`src/rtl/siocfg_pkg.sv`:
```
package siocfg_pkg;
  typedef enum logic [1:0] {ST_LOCKED, ST_KEY1, ST_OPEN} key_state_e;

  localparam logic [7:0] UNLOCK_BYTE  = 8'h87;
  localparam logic [7:0] LOCK_BYTE    = 8'hAA;
  localparam logic [7:0] SEALED_READ  = 8'hFF;

  localparam logic [7:0] IDX_LDSEL    = 8'h07;
  localparam logic [7:0] IDX_DEV_HI   = 8'h20;
  localparam logic [7:0] IDX_DEV_LO   = 8'h21;
  localparam logic [7:0] IDX_REV      = 8'h22;
  localparam logic [7:0] IDX_MAN_HI   = 8'h23;
  localparam logic [7:0] IDX_MAN_LO   = 8'h24;
  localparam logic [7:0] IDX_ENABLE   = 8'h30;
  localparam logic [7:0] IDX_LD_FIRST = 8'h31;

  localparam logic [15:0] MAKER_ID    = 16'h1934;
endpackage

```
`src/rtl/siocfg_decode.sv`:
```
module siocfg_decode #(
  parameter int unsigned       ADDR_W = 16,
  parameter logic [ADDR_W-1:0] BASE_A = 'h2E,
  parameter logic [ADDR_W-1:0] BASE_B = 'h4E
) (
  input  logic              base_sel,
  input  logic [ADDR_W-1:0] io_addr,
  input  logic              io_wr,
  input  logic              io_rd,
  output logic              idx_wr,
  output logic              idx_rd,
  output logic              dat_wr,
  output logic              dat_rd
);
  localparam logic [ADDR_W-1:0] STEP = 1;

  logic [ADDR_W-1:0] base;
  logic              hit_idx;
  logic              hit_dat;
  logic              rd_only;

  assign base    = base_sel ? BASE_B : BASE_A;
  assign hit_idx = (io_addr == base);
  assign hit_dat = (io_addr == base + STEP);
  // a write wins when both strobes are raised together
  assign rd_only = io_rd & ~io_wr;

  assign idx_wr = io_wr & hit_idx;
  assign dat_wr = io_wr & hit_dat;
  assign idx_rd = rd_only & hit_idx;
  assign dat_rd = rd_only & hit_dat;
endmodule

```
`src/rtl/siocfg_keylock.sv`:
```
module siocfg_keylock
  import siocfg_pkg::*;
(
  input  logic       clk,
  input  logic       rst_n,
  input  logic       idx_wr,
  input  logic [7:0] wdata,
  output logic       cfg_open,
  output logic [7:0] index
);
  key_state_e state;

  always_ff @(posedge clk or negedge rst_n) begin
    if (!rst_n) begin
      state <= ST_LOCKED;
      index <= 8'h00;
    end else if (idx_wr) begin
      unique case (state)
        ST_LOCKED: state <= (wdata == UNLOCK_BYTE) ? ST_KEY1 : ST_LOCKED;
        ST_KEY1:   state <= (wdata == UNLOCK_BYTE) ? ST_OPEN : ST_LOCKED;
        ST_OPEN: begin
          if (wdata == LOCK_BYTE) begin
            state <= ST_LOCKED;
            index <= 8'h00;
          end else begin
            index <= wdata;
          end
        end
        default: state <= ST_LOCKED;
      endcase
    end
  end

  assign cfg_open = (state == ST_OPEN);

  // opening is always preceded by an unlock byte on the index port
  a_r2_open_after_key: assert property (@(posedge clk) disable iff (!rst_n)
    $rose(cfg_open) |-> ($past(idx_wr) && $past(wdata) == UNLOCK_BYTE));

  // a wrong byte while sealed returns to the start of the sequence
  a_r3_bad_key_restarts: assert property (@(posedge clk) disable iff (!rst_n)
    (!cfg_open && idx_wr && wdata != UNLOCK_BYTE) |=> (state == ST_LOCKED));

  // lock byte seals the space and clears the index
  a_r4_lock_byte: assert property (@(posedge clk) disable iff (!rst_n)
    (cfg_open && idx_wr && wdata == LOCK_BYTE) |=> (!cfg_open && index == 8'h00));
endmodule

```
`src/rtl/siocfg_globals.sv`:
```
module siocfg_globals
  import siocfg_pkg::*;
#(
  parameter logic [15:0] DEV_ID  = 16'h0A51,
  parameter logic [7:0]  DEV_REV = 8'h13,
  parameter int unsigned NUM_LD  = 16
) (
  input  logic              clk,
  input  logic              rst_n,
  input  logic              cfg_open,
  input  logic [7:0]        index,
  input  logic              dat_wr,
  input  logic              dat_rd,
  input  logic [7:0]        wdata,
  input  logic [7:0]        ld_rdata,
  output logic [7:0]        ld_sel,
  output logic [NUM_LD-1:0] ld_enable,
  output logic              ld_wr,
  output logic              ld_rd,
  output logic [7:0]        rdata
);
  logic       wr_ok;
  logic       en_wr;
  logic       en_cur;
  logic       dev_space;
  logic [7:0] sel_q;

  assign wr_ok     = cfg_open & dat_wr;
  assign en_wr     = wr_ok & (index == IDX_ENABLE);
  assign dev_space = (index >= IDX_LD_FIRST);

  always_ff @(posedge clk or negedge rst_n) begin
    if (!rst_n)                            sel_q <= 8'h00;
    else if (wr_ok && index == IDX_LDSEL) sel_q <= wdata;
  end

  for (genvar g = 0; g < NUM_LD; g++) begin : g_enable
    always_ff @(posedge clk or negedge rst_n) begin
      if (!rst_n)                          ld_enable[g] <= 1'b0;
      else if (en_wr && sel_q == 8'(g))   ld_enable[g] <= wdata[0];
    end
  end

  always_comb begin
    en_cur = 1'b0;
    for (int i = 0; i < NUM_LD; i++)
      if (sel_q == 8'(i)) en_cur = ld_enable[i];
  end

  always_comb begin
    unique case (index)
      IDX_LDSEL:  rdata = sel_q;
      IDX_DEV_HI: rdata = DEV_ID[15:8];
      IDX_DEV_LO: rdata = DEV_ID[7:0];
      IDX_REV:    rdata = DEV_REV;
      IDX_MAN_HI: rdata = MAKER_ID[15:8];
      IDX_MAN_LO: rdata = MAKER_ID[7:0];
      IDX_ENABLE: rdata = {7'b0, en_cur};
      default:    rdata = dev_space ? ld_rdata : 8'h00;
    endcase
  end

  assign ld_sel = sel_q;
  assign ld_wr  = wr_ok & dev_space;
  assign ld_rd  = cfg_open & dat_rd & dev_space;

  // the enable bank moves only on a write to the enable index
  a_r10_enable_hold: assert property (@(posedge clk) disable iff (!rst_n)
    !en_wr |=> $stable(ld_enable));

  // selector changes only through an open write to its index
  a_r7_sel_hold: assert property (@(posedge clk) disable iff (!rst_n)
    !(wr_ok && index == IDX_LDSEL) |=> $stable(ld_sel));
endmodule

```
`src/rtl/siocfg_port.sv`:
```
module siocfg_port
  import siocfg_pkg::*;
#(
  parameter int unsigned       ADDR_W  = 16,
  parameter logic [ADDR_W-1:0] BASE_A  = 'h2E,
  parameter logic [ADDR_W-1:0] BASE_B  = 'h4E,
  parameter logic [15:0]       DEV_ID  = 16'h0A51,
  parameter logic [7:0]        DEV_REV = 8'h13,
  parameter int unsigned       NUM_LD  = 16
) (
  input  logic              clk,
  input  logic              rst_n,
  input  logic              base_sel,
  input  logic [ADDR_W-1:0] io_addr,
  input  logic              io_wr,
  input  logic              io_rd,
  input  logic [7:0]        io_wdata,
  output logic [7:0]        io_rdata,
  output logic              io_rd_valid,
  output logic [7:0]        ld_sel,
  output logic [NUM_LD-1:0] ld_enable,
  output logic [7:0]        ld_idx,
  output logic [7:0]        ld_wdata,
  output logic              ld_wr,
  output logic              ld_rd,
  input  logic [7:0]        ld_rdata
);
  logic       idx_wr, idx_rd, dat_wr, dat_rd;
  logic       cfg_open;
  logic [7:0] index;
  logic [7:0] glob_rdata;

  siocfg_decode #(.ADDR_W(ADDR_W), .BASE_A(BASE_A), .BASE_B(BASE_B)) u_decode (
    .base_sel (base_sel),
    .io_addr  (io_addr),
    .io_wr    (io_wr),
    .io_rd    (io_rd),
    .idx_wr   (idx_wr),
    .idx_rd   (idx_rd),
    .dat_wr   (dat_wr),
    .dat_rd   (dat_rd)
  );

  siocfg_keylock u_keylock (
    .clk      (clk),
    .rst_n    (rst_n),
    .idx_wr   (idx_wr),
    .wdata    (io_wdata),
    .cfg_open (cfg_open),
    .index    (index)
  );

  siocfg_globals #(.DEV_ID(DEV_ID), .DEV_REV(DEV_REV), .NUM_LD(NUM_LD)) u_globals (
    .clk       (clk),
    .rst_n     (rst_n),
    .cfg_open  (cfg_open),
    .index     (index),
    .dat_wr    (dat_wr),
    .dat_rd    (dat_rd),
    .wdata     (io_wdata),
    .ld_rdata  (ld_rdata),
    .ld_sel    (ld_sel),
    .ld_enable (ld_enable),
    .ld_wr     (ld_wr),
    .ld_rd     (ld_rd),
    .rdata     (glob_rdata)
  );

  assign ld_idx   = index;
  assign ld_wdata = io_wdata;

  always_ff @(posedge clk or negedge rst_n) begin
    if (!rst_n) begin
      io_rd_valid <= 1'b0;
      io_rdata    <= 8'h00;
    end else begin
      io_rd_valid <= idx_rd | dat_rd;
      if (idx_rd)      io_rdata <= cfg_open ? index      : SEALED_READ;
      else if (dat_rd) io_rdata <= cfg_open ? glob_rdata : SEALED_READ;
    end
  end

  // a response only ever follows a host read strobe
  a_r12_valid_after_read: assert property (@(posedge clk) disable iff (!rst_n)
    io_rd_valid |-> $past(io_rd));

  // no device strobe while sealed
  a_r5_sealed_quiet: assert property (@(posedge clk) disable iff (!rst_n)
    !cfg_open |-> !(ld_wr || ld_rd));

  // sealed data-port read answers 0xFF
  a_r5_sealed_reads_ff: assert property (@(posedge clk) disable iff (!rst_n)
    (!cfg_open && dat_rd) |=> (io_rd_valid && io_rdata == SEALED_READ));

  // device strobes are mutually exclusive
  a_r11_one_strobe: assert property (@(posedge clk) disable iff (!rst_n)
    $onehot0({ld_wr, ld_rd}));
endmodule

```
`config.mk`:
```
export PLATFORM = sky130hd
export DESIGN_NAME = siocfg_port
export DESIGN_NICKNAME = d
export VERILOG_FILES = /design/src/rtl/siocfg_pkg.sv /design/src/rtl/siocfg_decode.sv /design/src/rtl/siocfg_keylock.sv /design/src/rtl/siocfg_globals.sv /design/src/rtl/siocfg_port.sv
export SDC_FILE = /design/constraint.sdc
export NUM_CORES = 1
export LEC_CHECK = 0
export ABC_CLOCK_PERIOD_IN_PS = 3850
export BUFFER_PORTS_ARGS = -buffer_cell sky130_fd_sc_hd__buf_2
export CAP_MARGIN = 20
export CORE_MARGIN = 5
export CORE_UTILIZATION = 45
export DETAILED_ROUTE_END_ITERATION = 16
export MAX_ROUTING_LAYER = met4
export PLACE_DENSITY = 0.76
export SETUP_SLACK_MARGIN = 0.5
export SYNTH_ARGS = -nofsm -noshare
export SYNTH_HDL_FRONTEND = slang
export SYNTH_HIERARCHICAL = 1
export SYNTH_SLANG_ARGS = --single-unit
```
`constraint.sdc`:
```
create_clock -name clk -period 3.85 [get_ports clk]
set_clock_uncertainty 0.15 [all_clocks]
set_input_delay 0.1925 -clock clk [delete_from_list [all_inputs] [get_ports clk]]
set_output_delay 0.1925 -clock clk [all_outputs]
set_load 0.01 [all_outputs]
```
; ---- Word level (Yosys, flattened, before mapping)
; Cells that the tools add are included.
[classes]
add_sub_neg = 1
n_lt_le_gt_ge = 1
n_eq_ne = 29
n_mux = 28
n_bitwise = 12
reduce_logical = 22
[op_table]
columns = operator, n
row1 = "8-bit by 4-bit == test with 1-bit output, second input constant", 8
row2 = 8-bit case mux with 7 select lines, 1
row3 = "8-bit by 6-bit == test with 1-bit output, second input constant", 6
row4 = 8-bit 2-to-1 mux, 6
row5 = "8-bit by 3-bit == test with 1-bit output, second input constant", 5
row6 = 16-bit == test, 2
row7 = 1-bit logical AND, 17
row8 = 1-bit 2-to-1 mux, 17
row9 = "16-bit by 1-bit adder with 16-bit output, second input constant", 1
row10 = "8-bit by 2-bit == test with 1-bit output, second input constant", 2
row11 = "8-bit == test, second input constant", 2
row12 = 1-bit AND, 10
row13 = "8-bit by 1-bit == test with 1-bit output, second input constant", 1
row14 = "8-bit by 6-bit greater-or-equal comparator with 1-bit output, second input constant", 1
row15 = 8-bit zero test, 1
row16 = 7-bit 2-to-1 mux, 1
row17 = 2-bit case mux with 3 select lines, 1
row18 = 2-bit 2-to-1 mux, 2
row19 = 2-bit AND reduction, 2
row20 = "2-bit by 1-bit == test with 1-bit output, second input constant", 1
row21 = "2-bit == test, second input constant", 1
row22 = 2-bit zero test, 1
row23 = "2-bit by 1-bit inequality test with 1-bit output, second input constant", 1
row24 = 2-bit nonzero test, 1
row25 = 2 further kinds, 2
[word_totals]
ff_bits = 43
in_bits = 37
output_inout_bits = 51
wordCells = 114

; ---- Logic depth before layout (Yosys ltp)
; Gate-level depths: netlist of run 1.
[logic_depth]
depth_word = 21
depth_mapped = 8
depth_no_buf = 8

; ---- Hierarchy
; Netlist of run 1, hierarchy kept.
[modules_own_cells]
columns = mod, n_inst, cells_each, area_each_um2, seq_area_each_um2
row1 = siocfg_globals, 1, 146, 1502.7, 600.6
row2 = siocfg_keylock, 1, 36, 481.7, 250.2
row3 = siocfg_port, 1, 36, 480.5, 225.2
row4 = siocfg_decode, 1, 16, 117.6, 0.0

; ---- Least setup slack after synthesis of run 1
; No wires, ideal clock.
[synth_timing]
path_type = register to register
start = register u_globals.sel_q[0] (netlist: u_globals/ld_sel[0])
end = register io_rdata[0]
setup_time_ps = 123
t_arrival_ps = 2242
required_ps = 3577
setup_slack_ps = 1335
path_stages_with_launch = 9
path_buffers = 1
synth_period_minus_slack_ps = 2515
path_cell_list = dfrtp_1 > clkbuf_1 > mux4_2 > nand2_1 > o221ai_1 > a221oi_1 > o21ai_0 > or4bb_1 > o221a_2
[synth_via]
elab_chain_cells = 21
word_cells_on_any_way = 36
cone_classes = eq/ne: 15 / mux: 20 / reduce/logical: 1
[synth_lines]
columns = element, line_no
row1 = "start, declared", siocfg_globals.sv:26  ; logic [7:0] sel_q;
row2 = "start signal, assigned", siocfg_globals.sv:34  ; else if (wr_ok && index == IDX_LDSEL) sel_q <= wdata;
row3 = 8-bit zero test, siocfg_globals.sv:47  ; if (sel_q == 8'(i)) en_cur = ld_enable[i];
row4 = 1-bit 2-to-1 mux (16 in series), siocfg_globals.sv:47
row5 = 8-bit case mux with 7 select lines (*), siocfg_globals.sv:51  ; unique case (index)
row6 = net glob_rdata[0], siocfg_port.sv:31  ; logic [7:0] glob_rdata;
row7 = 8-bit 2-to-1 mux (*) (2 in series), siocfg_port.sv:79  ; else if (dat_rd) io_rdata <= cfg_open ? glob_rdata : SEALED_READ;
row8 = 8-bit 2-to-1 mux (*), siocfg_port.sv:78  ; if (idx_rd) io_rdata <= cfg_open ? index : SEALED_READ;
row9 = "end signal, assigned", siocfg_port.sv:78
row10 = "end signal, assigned", siocfg_port.sv:79
row11 = "end, declared", siocfg_port.sv:18  ; output logic [7:0] io_rdata,
; Mark *: on every way through the listed nets, which the timed path passes. The rest lies on a longest branch. The select of a mux whose other input is x is not followed.
; A chain may end at the register's enable or synchronous reset.

; ---- Worst setup path in the final report of run 1
; Ends and elaborated chain as after synthesis.

==> qor.csv, run 1 <==
stage;metric;value;unit
setup_path;Setup CP Type;flip-flop to flip-flop;
timing;Slew @ Worst Pin;1.04;ns
run_status;status;finished clean;
setup_path;r2r endpoint;io_rdata[0]$_DFFE_PN0P_;
yosys;Yosys reg bits;43;
yosys;Post-Syn Instances;234;
route;routed via count;2240;
power;P_leak;0.00153;uW
clocking;CTS clock-pin slew for the worst setup and hold paths;0.08;ns
setup_path;Startpoint Class;flip-flop;
timing;final hold violations;0;
clocking;maximum root-to-sink buffer count;2;
power;Logic pwr share;0.057;
cells_and_area;Net count, final;349;
yosys;yosys warns;6;
route;drc violations;0;
setup_path;Reg-to-Reg Start;u_globals/ld_sel[0]$_DFFE_PN0P_;
power;clock power share;0.423;
cells_and_area;antenna cells;0;
timing;crit share post-route;0.716;
timing;total negative setup slack;0;ns
timing;Slew Viols, Final;0;
global_route;GRT Max-Usage Layer;met2;
yosys;syn_nets;271;
flow_run;Max Cap Viol;0;
cells_and_area;Layout Area Growth over Synthesis;21.3;%
yosys;sequential-to-total area share from yosys stat;0.417;
yosys;Post-Syn Area;2580;um^2
cells_and_area;Fillers;505;
power;Seq pwr share;0.520;
yosys;post-synth top area cell;dfrtp_1;
timing;final setup margin;1.10;ns
setup_path;CP endpoint;io_rdata[0]$_DFFE_PN0P_;
setup_path;Arr. time, crit path;2.80;ns
floorplan;# rows;27;
cells_and_area;commonest non-fill, non-tap cell in the layout;buf_2;
route;Antenna Nets Post-Route;0;
setup_path;critical-path maximum fanout;19;
global_route;met3 Usage GRT;0.0403;
floorplan;die width;85.8;um
global_route;vias in the first global route;2231;
power;Internal;682;uW
timing;RSZ-0062 raised after global routing;false;
timing;Worst slew margin;0.299;
global_route;met2 Use GR;0.316;
placed_design;DP HPWL;5200;um
power;switch share;0.213;
floorplan;Ports;88;
route;DRT Pass-1 Iters;4;
route;vias per inst;5.82;
setup_path;Worst Path Required;3.89;ns
clocking;post-CTS sizing;0;
placed_design;Port Buffers;87;
global_route;grt met1 use;0.252;
global_route;Global Route Usage Sum;0.198;
yosys;Yosys cell types;63;
floorplan;Core Box Area;5540;um^2
clocking;Root Buffer;clkbuf_8;
global_route;antenna violations before repair;0;
yosys;area share of the largest cell type after synthesis;0.417;
route;Starting DRT DRC Count;243;
floorplan;Starting Density;0.466;
floorplan;Die Ht;85.8;um
timing;Max Fclk;363;MHz
yosys;ys flop type;dfrtp_1;
cells_and_area;layout cell share with drive strength beyond 1;0.482;
cells_and_area;fin util;0.565;
power;Worst VDD drop;0.180;mV
clocking;clk sinks;43;
route;final WL;6890;um
yosys;synth top area cells;dfrtp_1 (42%), mux2_2 (11%), o221a_2 (3.5%), or4bb_1 (3.5%), nand2_1 (2.9%);
timing;Final Setup Violations;0;
hold_path;Min-Delay Path Class;primary input to flip-flop;
clocking;CTS tree;done;
floorplan;die footprint;7350;um^2
clocking;CTS H-tree depth;2;
global_route;first-pass GRT wire length;11200;um
clocking;Skew-Pair Late Insertion Delay;0.30;ns
setup_path;Worst Setup SP;u_globals/ld_sel[0]$_DFFE_PN0P_;
cells_and_area;most frequent cells in the layout;buf_2 (87), dfrtp_1 (43), mux2_2 (25), nand2_1 (20), nor2_1 (16);
placed_design;RD Place Congestion;0.908;
setup_path;Worst setup EP type;flip-flop;
global_route;Remaining Overflow, GRT;0;
route;Avg WL per Cell;17.9;um
yosys;ys async rst share;1.00;
global_route;largest net degree at the start of global routing;44;
clocking;CTS buffer count;5;
yosys;number of synthesized flops with an enable pin;0;
power;Power Density;277;nW/um^2
power;post-layout power;867;uW
setup_path;cell count of the worst reg-to-reg path;7;
placed_design;post-placement setup slack;1.10;ns
timing;min Tclk post-route;2.75;ns
yosys;Avg Cell Area, Syn;11.0;um^2
power;NetSw;185;uW
setup_path;reg-to-reg slack, setup;1.10;ns
-- logic make-up after synthesis --
kind of cell	after synthesis	share of synthesized area
multiplexers	34	0.157
flip-flops	43	0.417
AND/OR/NAND/NOR	99	0.257
AO/OA/AOI/OAI	36	0.122
buffers and inverters	22	0.0475
-- metrics by stage --
stage,instances,instance area [um^2],hold slack (ns)
after floorplan,234,2580,-0.253
after global placement,376,3000,0.230
after detailed placement,376,3000,0.240
after CTS,385,3130,0.000391
after global routing,385,3130,0.0240
final,385,3130,0.0154
-- worst max-delay path, stage by stage (launching register included) --
cell,delay [ns]
dfrtp_1,0.72
mux4_2,0.57
nand2_1,0.08
o221ai_1,0.10
a221oi_1,0.28
o21ai_0,0.11
or4bb_1,0.49
o221a_2,0.13
-- flip-flops by register name, summed over array words and instances, names as in the netlist --
register and count:
u_globals/ld_enable 16, u_globals/ld_sel 8, io_rdata 8, io_rd_valid 1, u_keylock/state 2, u_keylock/index 8
-- cells in the mapped netlist, drive strengths merged, types with 2 or more instances --
| cell type | instances |
|---|---|
| dfrtp | 43 |
| mux2 | 30 |
| nand2 | 20 |
| nor2 | 16 |
| buf | 12 |
| o221a | 8 |
| or4bb | 8 |
| nor3 | 7 |
| nor4 | 6 |
| clkbuf | 5 |
| inv | 5 |
| nand2b | 5 |
| o21ai | 5 |
| a221o | 4 |
| and2 | 4 |
| and3b | 4 |
| nand3 | 4 |
| o2bb2ai | 4 |
| mux2i | 3 |
| nand4 | 3 |
| nor3b | 3 |
| nor4b | 3 |
| o221ai | 3 |
| or2 | 3 |
| or3 | 3 |
| a21oi | 2 |
| and4bb | 2 |
-- per-layer routing --
layer  wire length [um]  vias to the layer above
met1               2900                     1095
met2               3480                       88
met4                112                        0
met5                  0                        -
li1                   -                     1045
met3                403                       12
-- power by group through the flow --
stage          clock (uW)  sequential (uW)  combinational, uW
4_1_cts               376              451               50.3
6_report              367              451               49.2
2_1_floorplan           0              461               15.9
3_3_place_gp            0              460               47.5
5_1_grt               393              451               55.5
3_5_place_dp            0              460               49.3
-- area by class of cell --
| type | count | area [um^2] | area share |
|---|---|---|---|
| timing repair buffer | 88 | 445 | 0.142 |
| multi-input combinational | 169 | 1380 | 0.442 |
| inverter | 5 | 18.8 | 0.00599 |
| clock inverter | 2 | 35.0 | 0.0112 |
| sequential | 43 | 1080 | 0.344 |
| clock buffer | 6 | 82.6 | 0.0264 |
| tap | 72 | 90.1 | 0.0288 |
-- what timing repair did --
action                                 4_1_cts  5_1_grt
buffers inserted                             0        0
endpoints found under the hold margin       43        0
hold buffers                                 1        0
-- worst min path at each step --
stage                startpoint                            endpoint  slack [ns]  cells after the start
floorplan                 rst_n               io_rd_valid$_DFF_PN0_       -0.25                      0
global placement          rst_n  u_globals/ld_enable[1]$_DFFE_PN0P_        0.23                      1
detailed placement        rst_n  u_globals/ld_enable[1]$_DFFE_PN0P_        0.24                      1
CTS                 io_wdata[7]      u_keylock/index[7]$_DFFE_PN0P_      0.0004                      3
global route        io_wdata[7]      u_keylock/index[7]$_DFFE_PN0P_        0.02                      3
finish              io_wdata[7]      u_keylock/index[7]$_DFFE_PN0P_        0.02                      3
Power figures use the tool's default switching activity.
==> run 2: changes to the inputs <==
- ABC_CLOCK_PERIOD_IN_PS: 3850 -> 2250
- PLACE_DENSITY: 0.76 -> 0.79
- clock period: 3.85 -> 2.25 ns (I/O delays scaled with it)
==> run 2 against run 1 <==
Effect of this change:
- the run now ends with setup timing left
- clock power up 48%
- die area stayed put
- critical path depth rose by 1
- cell count is 20% higher
- maximum frequency is 15% higher
- sequential share of layout area fell by 8.9 points
- final area rose by 36%
- via count increased by 23%
- hold slack better by 0.13 ns
- worst setup slack got worse by 1.2 ns
- power increased by 65%
- critical path type unchanged
==> qor.csv, run 2 (synthesized netlist as in run 1, its figures left out) <==
stage;metric;value;unit
run_status;status;finished with violations;
run_status;failing checks;setup timing;
placed_design;Post-DP Area;3560;um^2
setup_path;critical-path maximum fanout;9;
global_route;antenna violations before repair;0;
placed_design;post-placement setup slack;-0.358;ns
cells_and_area;Fillers;351;
timing;Max Fclk;416;MHz
route;vias per inst;5.94;
cells_and_area;Layout Area Growth over Synthesis;65.0;%
route;final WL;9850;um
flow_run;Max Cap Viol;0;
power;Worst VDD drop;0.365;mV
clocking;Skew-Pair Late Insertion Delay;0.30;ns
timing;min Tclk post-route;2.40;ns
cells_and_area;Net count, final;426;
clocking;clk sinks;43;
setup_path;Worst setup EP type;flip-flop;
placed_design;RD Place Congestion;0.885;
hold_path;hold_sp;ld_rdata[7];
clocking;CTS clock-pin slew for the worst setup and hold paths;0.08;ns
power;post-layout power;1430;uW
clocking;Root Buffer;clkbuf_8;
timing;Slew Viols, Final;0;
timing;Slew @ Worst Pin;0.664;ns
route;Avg WL per Cell;21.3;um
setup_path;Reg-to-Reg Start;u_globals/ld_sel[1]$_DFFE_PN0P_;
cells_and_area;final instance area;4260;um^2
global_route;Global Route Usage Sum;0.270;
floorplan;Die Ht;85.8;um
cells_and_area;Biggest register;u_globals/ld_enable;
power;Power Density;335;nW/um^2
setup_path;Worst Path Required;2.30;ns
floorplan;Core Box Area;5540;um^2
setup_path;Setup CP Type;flip-flop to flip-flop;
setup_path;r2r endpoint;io_rdata[0]$_DFFE_PN0P_;
timing;Worst slew margin;0.558;
placed_design;DP HPWL;5970;um
setup_path;reg-to-reg slack, setup;-0.15;ns
setup_path;cell count of the worst reg-to-reg path;8;
placed_design;Port Buffers;87;
floorplan;Ports;88;
global_route;largest net degree at the start of global routing;29;
global_route;first-pass GRT wire length;15000;um
timing;Final Setup Violations;3;
cells_and_area;max FFs per register;16;
route;Antenna Nets Post-Route;0;
route;drc violations;0;
cells_and_area;layout cell share with drive strength beyond 1;0.713;
clocking;CTS tree;done;
timing;total negative setup slack;-0.176;ns
cells_and_area;area of the multi-input gates;1840;um^2
route;DRT Pass-1 Iters;5;
timing;Hold WS;0.145;ns
setup_path;CP endpoint;io_rdata[0]$_DFFE_PN0P_;
cells_and_area;commonest non-fill, non-tap cell in the layout;buf_2;
timing;final hold violations;0;
hold_path;Min-Delay Path Class;primary input to flip-flop;
route;Starting DRT DRC Count;249;
clocking;maximum root-to-sink buffer count;2;
floorplan;die footprint;7350;um^2
setup_path;Arr. time, crit path;2.45;ns
timing;crit share post-route;1.07;
power;P_leak;0.00206;uW
global_route;vias in the first global route;2771;
floorplan;die width;85.8;um
floorplan;Starting Density;0.466;
cells_and_area;Seq. cell area;1090;um^2
timing;RSZ-0062 raised after global routing;true;
global_route;Remaining Overflow, GRT;0;
clocking;CTS buffer count;5;
floorplan;# rows;27;
cells_and_area;antenna cells;0;
cells_and_area;most frequent cells in the layout;buf_2 (85), buf_4 (54), dfrtp_1 (35), mux2_4 (28), buf_6 (17);
setup_path;Startpoint Class;flip-flop;
clocking;CTS H-tree depth;2;
timing;final setup margin;-0.153;ns
route;routed via count;2745;
setup_path;Worst Setup SP;u_globals/ld_sel[1]$_DFFE_PN0P_;
[run 2: changes by cell type in the layout (fill, tap and decap cells not counted), moves of 8 or more]
cell     previous run  this run
buf_4               0        54
buf_6               0        17
dfrtp_1            43        35
dfrtp_2             0         8
mux2_2             25         2
mux2_4              4        28
nor2_1             16         6
nor2_4              0         9
[run 2: power by group]
group	total, uW	internal, uW	switching, uW
clock network	542	280	261
registers	772	772	0.0833
logic	113	50.4	62.7
total	1430	1100	324
[run 2: worst max-delay path, stage by stage (launching register included)]
cell,delay [ns]
dfrtp_1,0.44
buf_4,0.21
o21a_1,0.22
a21oi_2,0.12
o221ai_2,0.12
a221oi_2,0.30
o21ai_1,0.12
or4bb_1,0.49
o221a_2,0.13
[run 2: layout make-up]
type | instances | area share
clock buffer | 8 | 0.0235
inverter | 5 | 0.00441
multi-input combinational | 169 | 0.433
sequential | 43 | 0.255
tap | 72 | 0.0211
timing repair buffer | 165 | 0.263
[run 2: through the flow]
stage / util / std cells
2_1_floorplan: - / 234
3_3_place_gp: 0.642 / 417
3_5_place_dp: 0.642 / 417
4_1_cts: 0.753 / 458
5_1_grt: 0.769 / 462
6_report: 0.769 / 462
[run 2: worst min-delay path by stage]
| stage | to | slack (ns) | depth (start not counted) |
|---|---|---|---|
| 2_1_floorplan | io_rd_valid$_DFF_PN0_ | -0.33 | 0 |
| 3_3_place_gp | u_globals/ld_enable[3]$_DFFE_PN0P_ | 0.02 | 1 |
| 3_5_place_dp | u_globals/ld_enable[3]$_DFFE_PN0P_ | 0.03 | 1 |
| 4_1_cts | io_rdata[7]$_DFFE_PN0P_ | 0.14 | 4 |
| 5_1_grt | io_rdata[5]$_DFFE_PN0P_ | 0.16 | 4 |
| 6_report | io_rdata[7]$_DFFE_PN0P_ | 0.14 | 4 |
[run 2: what timing repair did]
| action | in CTS | in global routing |
|---|---|---|
| hold buffers | 8 | 0 |
| buffers inserted | 25 | 4 |
| gates resized for setup | 57 | 13 |
| endpoints found under the setup margin | 36 | 40 |
| endpoints found under the hold margin | 41 | 0 |
| pin swaps | 25 | 14 |
[run 2: routing by layer]
metal	GRT usage	routed length, um	up-vias
met1	0.350	4110	1367
li1	-	-	1202
met5	-	0	-
met4	0.0835	272	0
met3	0.0423	640	29
met2	0.437	4820	147
==> run 3: changes to the inputs <==
- MAX_ROUTING_LAYER: met4 -> not set
==> run 3 against run 2 <==
Effect of this change:
- the run still ends with setup timing left
- critical path depth unchanged
- die area unchanged
- sequential cell count unchanged
- clock-buffer cell count unchanged
- critical path type unchanged
- critical endpoint unchanged
- largest cell class unchanged
==> qor.csv, run 3 (synthesized netlist as in run 1, its figures left out) <==
stage;metric;value;unit
cells_and_area;Fillers;351;
setup_path;Worst Path Required;2.29;ns
power;Worst VDD drop;0.363;mV
flow_run;Max Cap Viol;0;
route;DRT Pass-1 Iters;4;
timing;RSZ-0062 raised after global routing;true;
cells_and_area;layout cell share with drive strength beyond 1;0.713;
clocking;Skew-Pair Late Insertion Delay;0.30;ns
route;final WL;9810;um
floorplan;Die Ht;85.8;um
run_status;failing checks;setup timing;
cells_and_area;Biggest register;u_globals/ld_enable;
floorplan;Core Box Area;5540;um^2
cells_and_area;Layout Area Growth over Synthesis;65.0;%
route;Avg WL per Cell;21.2;um
clocking;CTS tree;done;
cells_and_area;most frequent cells in the layout;buf_2 (85), buf_4 (54), dfrtp_1 (35), mux2_4 (28), buf_6 (17);
placed_design;Port Buffers;87;
global_route;vias in the first global route;2770;
floorplan;Starting Density;0.466;
run_status;status;finished with violations;
timing;Worst slew margin;0.561;
timing;Slew @ Worst Pin;0.658;ns
clocking;CTS clock-pin slew for the worst setup and hold paths;0.08;ns
global_route;first-pass GRT wire length;15000;um
setup_path;Startpoint Class;flip-flop;
cells_and_area;commonest non-fill, non-tap cell in the layout;buf_2;
power;Power Density;334;nW/um^2
route;Antenna Nets Post-Route;0;
route;vias per inst;5.95;
cells_and_area;max FFs per register;16;
setup_path;critical-path maximum fanout;9;
floorplan;Ports;88;
route;Starting DRT DRC Count;216;
timing;Max Fclk;417;MHz
clocking;CTS buffer count;5;
timing;final setup margin;-0.150;ns
floorplan;die width;85.8;um
cells_and_area;area of the multi-input gates;1840;um^2
placed_design;post-placement setup slack;-0.358;ns
global_route;largest net degree at the start of global routing;29;
timing;Final Setup Violations;2;
floorplan;# rows;27;
placed_design;Post-DP Area;3560;um^2
setup_path;Worst setup EP type;flip-flop;
cells_and_area;antenna cells;0;
placed_design;RD Place Congestion;0.871;
clocking;Root Buffer;clkbuf_8;
placed_design;DP Cell Count;417;
clocking;maximum root-to-sink buffer count;2;
clocking;CTS H-tree depth;2;
cells_and_area;Seq. cell area;1090;um^2
global_route;antenna violations before repair;0;
route;routed via count;2751;
cells_and_area;non-filler cells, final;462;
global_route;Global Route Usage Sum;0.262;
timing;crit share post-route;1.07;
power;P_leak;0.00206;uW
clocking;clk sinks;43;
route;drc violations;0;
setup_path;Arr. time, crit path;2.44;ns
timing;min Tclk post-route;2.40;ns
global_route;Remaining Overflow, GRT;0;
hold_path;Min-Delay Path Class;primary input to flip-flop;
cells_and_area;Net count, final;426;
timing;final hold violations;0;
timing;Slew Viols, Final;0;
setup_path;Setup CP Type;flip-flop to flip-flop;
placed_design;DP HPWL;5970;um
setup_path;reg-to-reg slack, setup;-0.15;ns
floorplan;die footprint;7350;um^2
cells_and_area;final instance area;4260;um^2
run 3: cell counts in the layout (fill, tap and decap cells not counted):
No cell type changed its count.
run 3: worst paths after layout:
path                                                           end  cells after the start                          startpoint
max in group asynchronous       u_globals/ld_enable[5]$_DFFE_PN0P_                      3                               rst_n
worst min register to register  u_globals/ld_enable[1]$_DFFE_PN0P_                      1  u_globals/ld_enable[1]$_DFFE_PN0P_
min in group asynchronous       u_globals/ld_enable[3]$_DFFE_PN0P_                      2                               rst_n
worst max register to register             io_rdata[0]$_DFFE_PN0P_                      8     u_globals/ld_sel[1]$_DFFE_PN0P_
worst max-delay path                       io_rdata[0]$_DFFE_PN0P_                      8     u_globals/ld_sel[1]$_DFFE_PN0P_
worst min-delay path                       io_rdata[7]$_DFFE_PN0P_                      4                         ld_rdata[7]
run 3: worst max-delay path: stages (launching register included):
cell	delay [ns]
dfrtp_1	0.44
buf_4	0.21
o21a_1	0.22
a21oi_2	0.12
o221ai_2	0.12
a221oi_2	0.30
o21ai_1	0.12
or4bb_1	0.49
o221a_2	0.13
run 3: per-layer routing:
metal,wire [um],track usage,up-vias
met3,745,0.0442,35
met4,324,0.0835,0
met1,3980,0.347,1364
met2,4760,0.438,148
li1,-,-,1204
met5,0,0,-
run 3: power by group:
part           switching [uW]  leakage, uW  internal [uW]  total [uW]
clock network             258    0.0000515            280         538
registers              0.0846     0.000577            772         772
logic                    62.6      0.00143           50.4         113
total                     320      0.00206           1100        1420
run 3: through the flow:
stage | setup TNS (ns) | util | power (uW) | hold slack (ns)
after floorplan | -0.241 | - | 820 | -0.333
after global placement | -2.86 | 0.642 | 882 | 0.0227
after detailed placement | -3.15 | 0.642 | 884 | 0.0256
after CTS | -0.106 | 0.753 | 1440 | 0.138
after global routing | -0.646 | 0.769 | 1470 | 0.161
final | -0.161 | 0.769 | 1420 | 0.148
run 3: timing repair:
action                     4_1_cts  5_1_grt
pin swaps                       25       14
setup endpoints to repair       36       40
buffers inserted                25        4
resized for setup               57       13
hold endpoints to repair        41        0
hold buffers                     8        0
run 3: layout make-up:
cell class	count	area share
Clock buffer	8	0.0235
Inverter	5	0.00441
Multi-Input combinational cell	169	0.433
Sequential cell	43	0.255
Tap cell	72	0.0211
Timing Repair Buffer	165	0.263
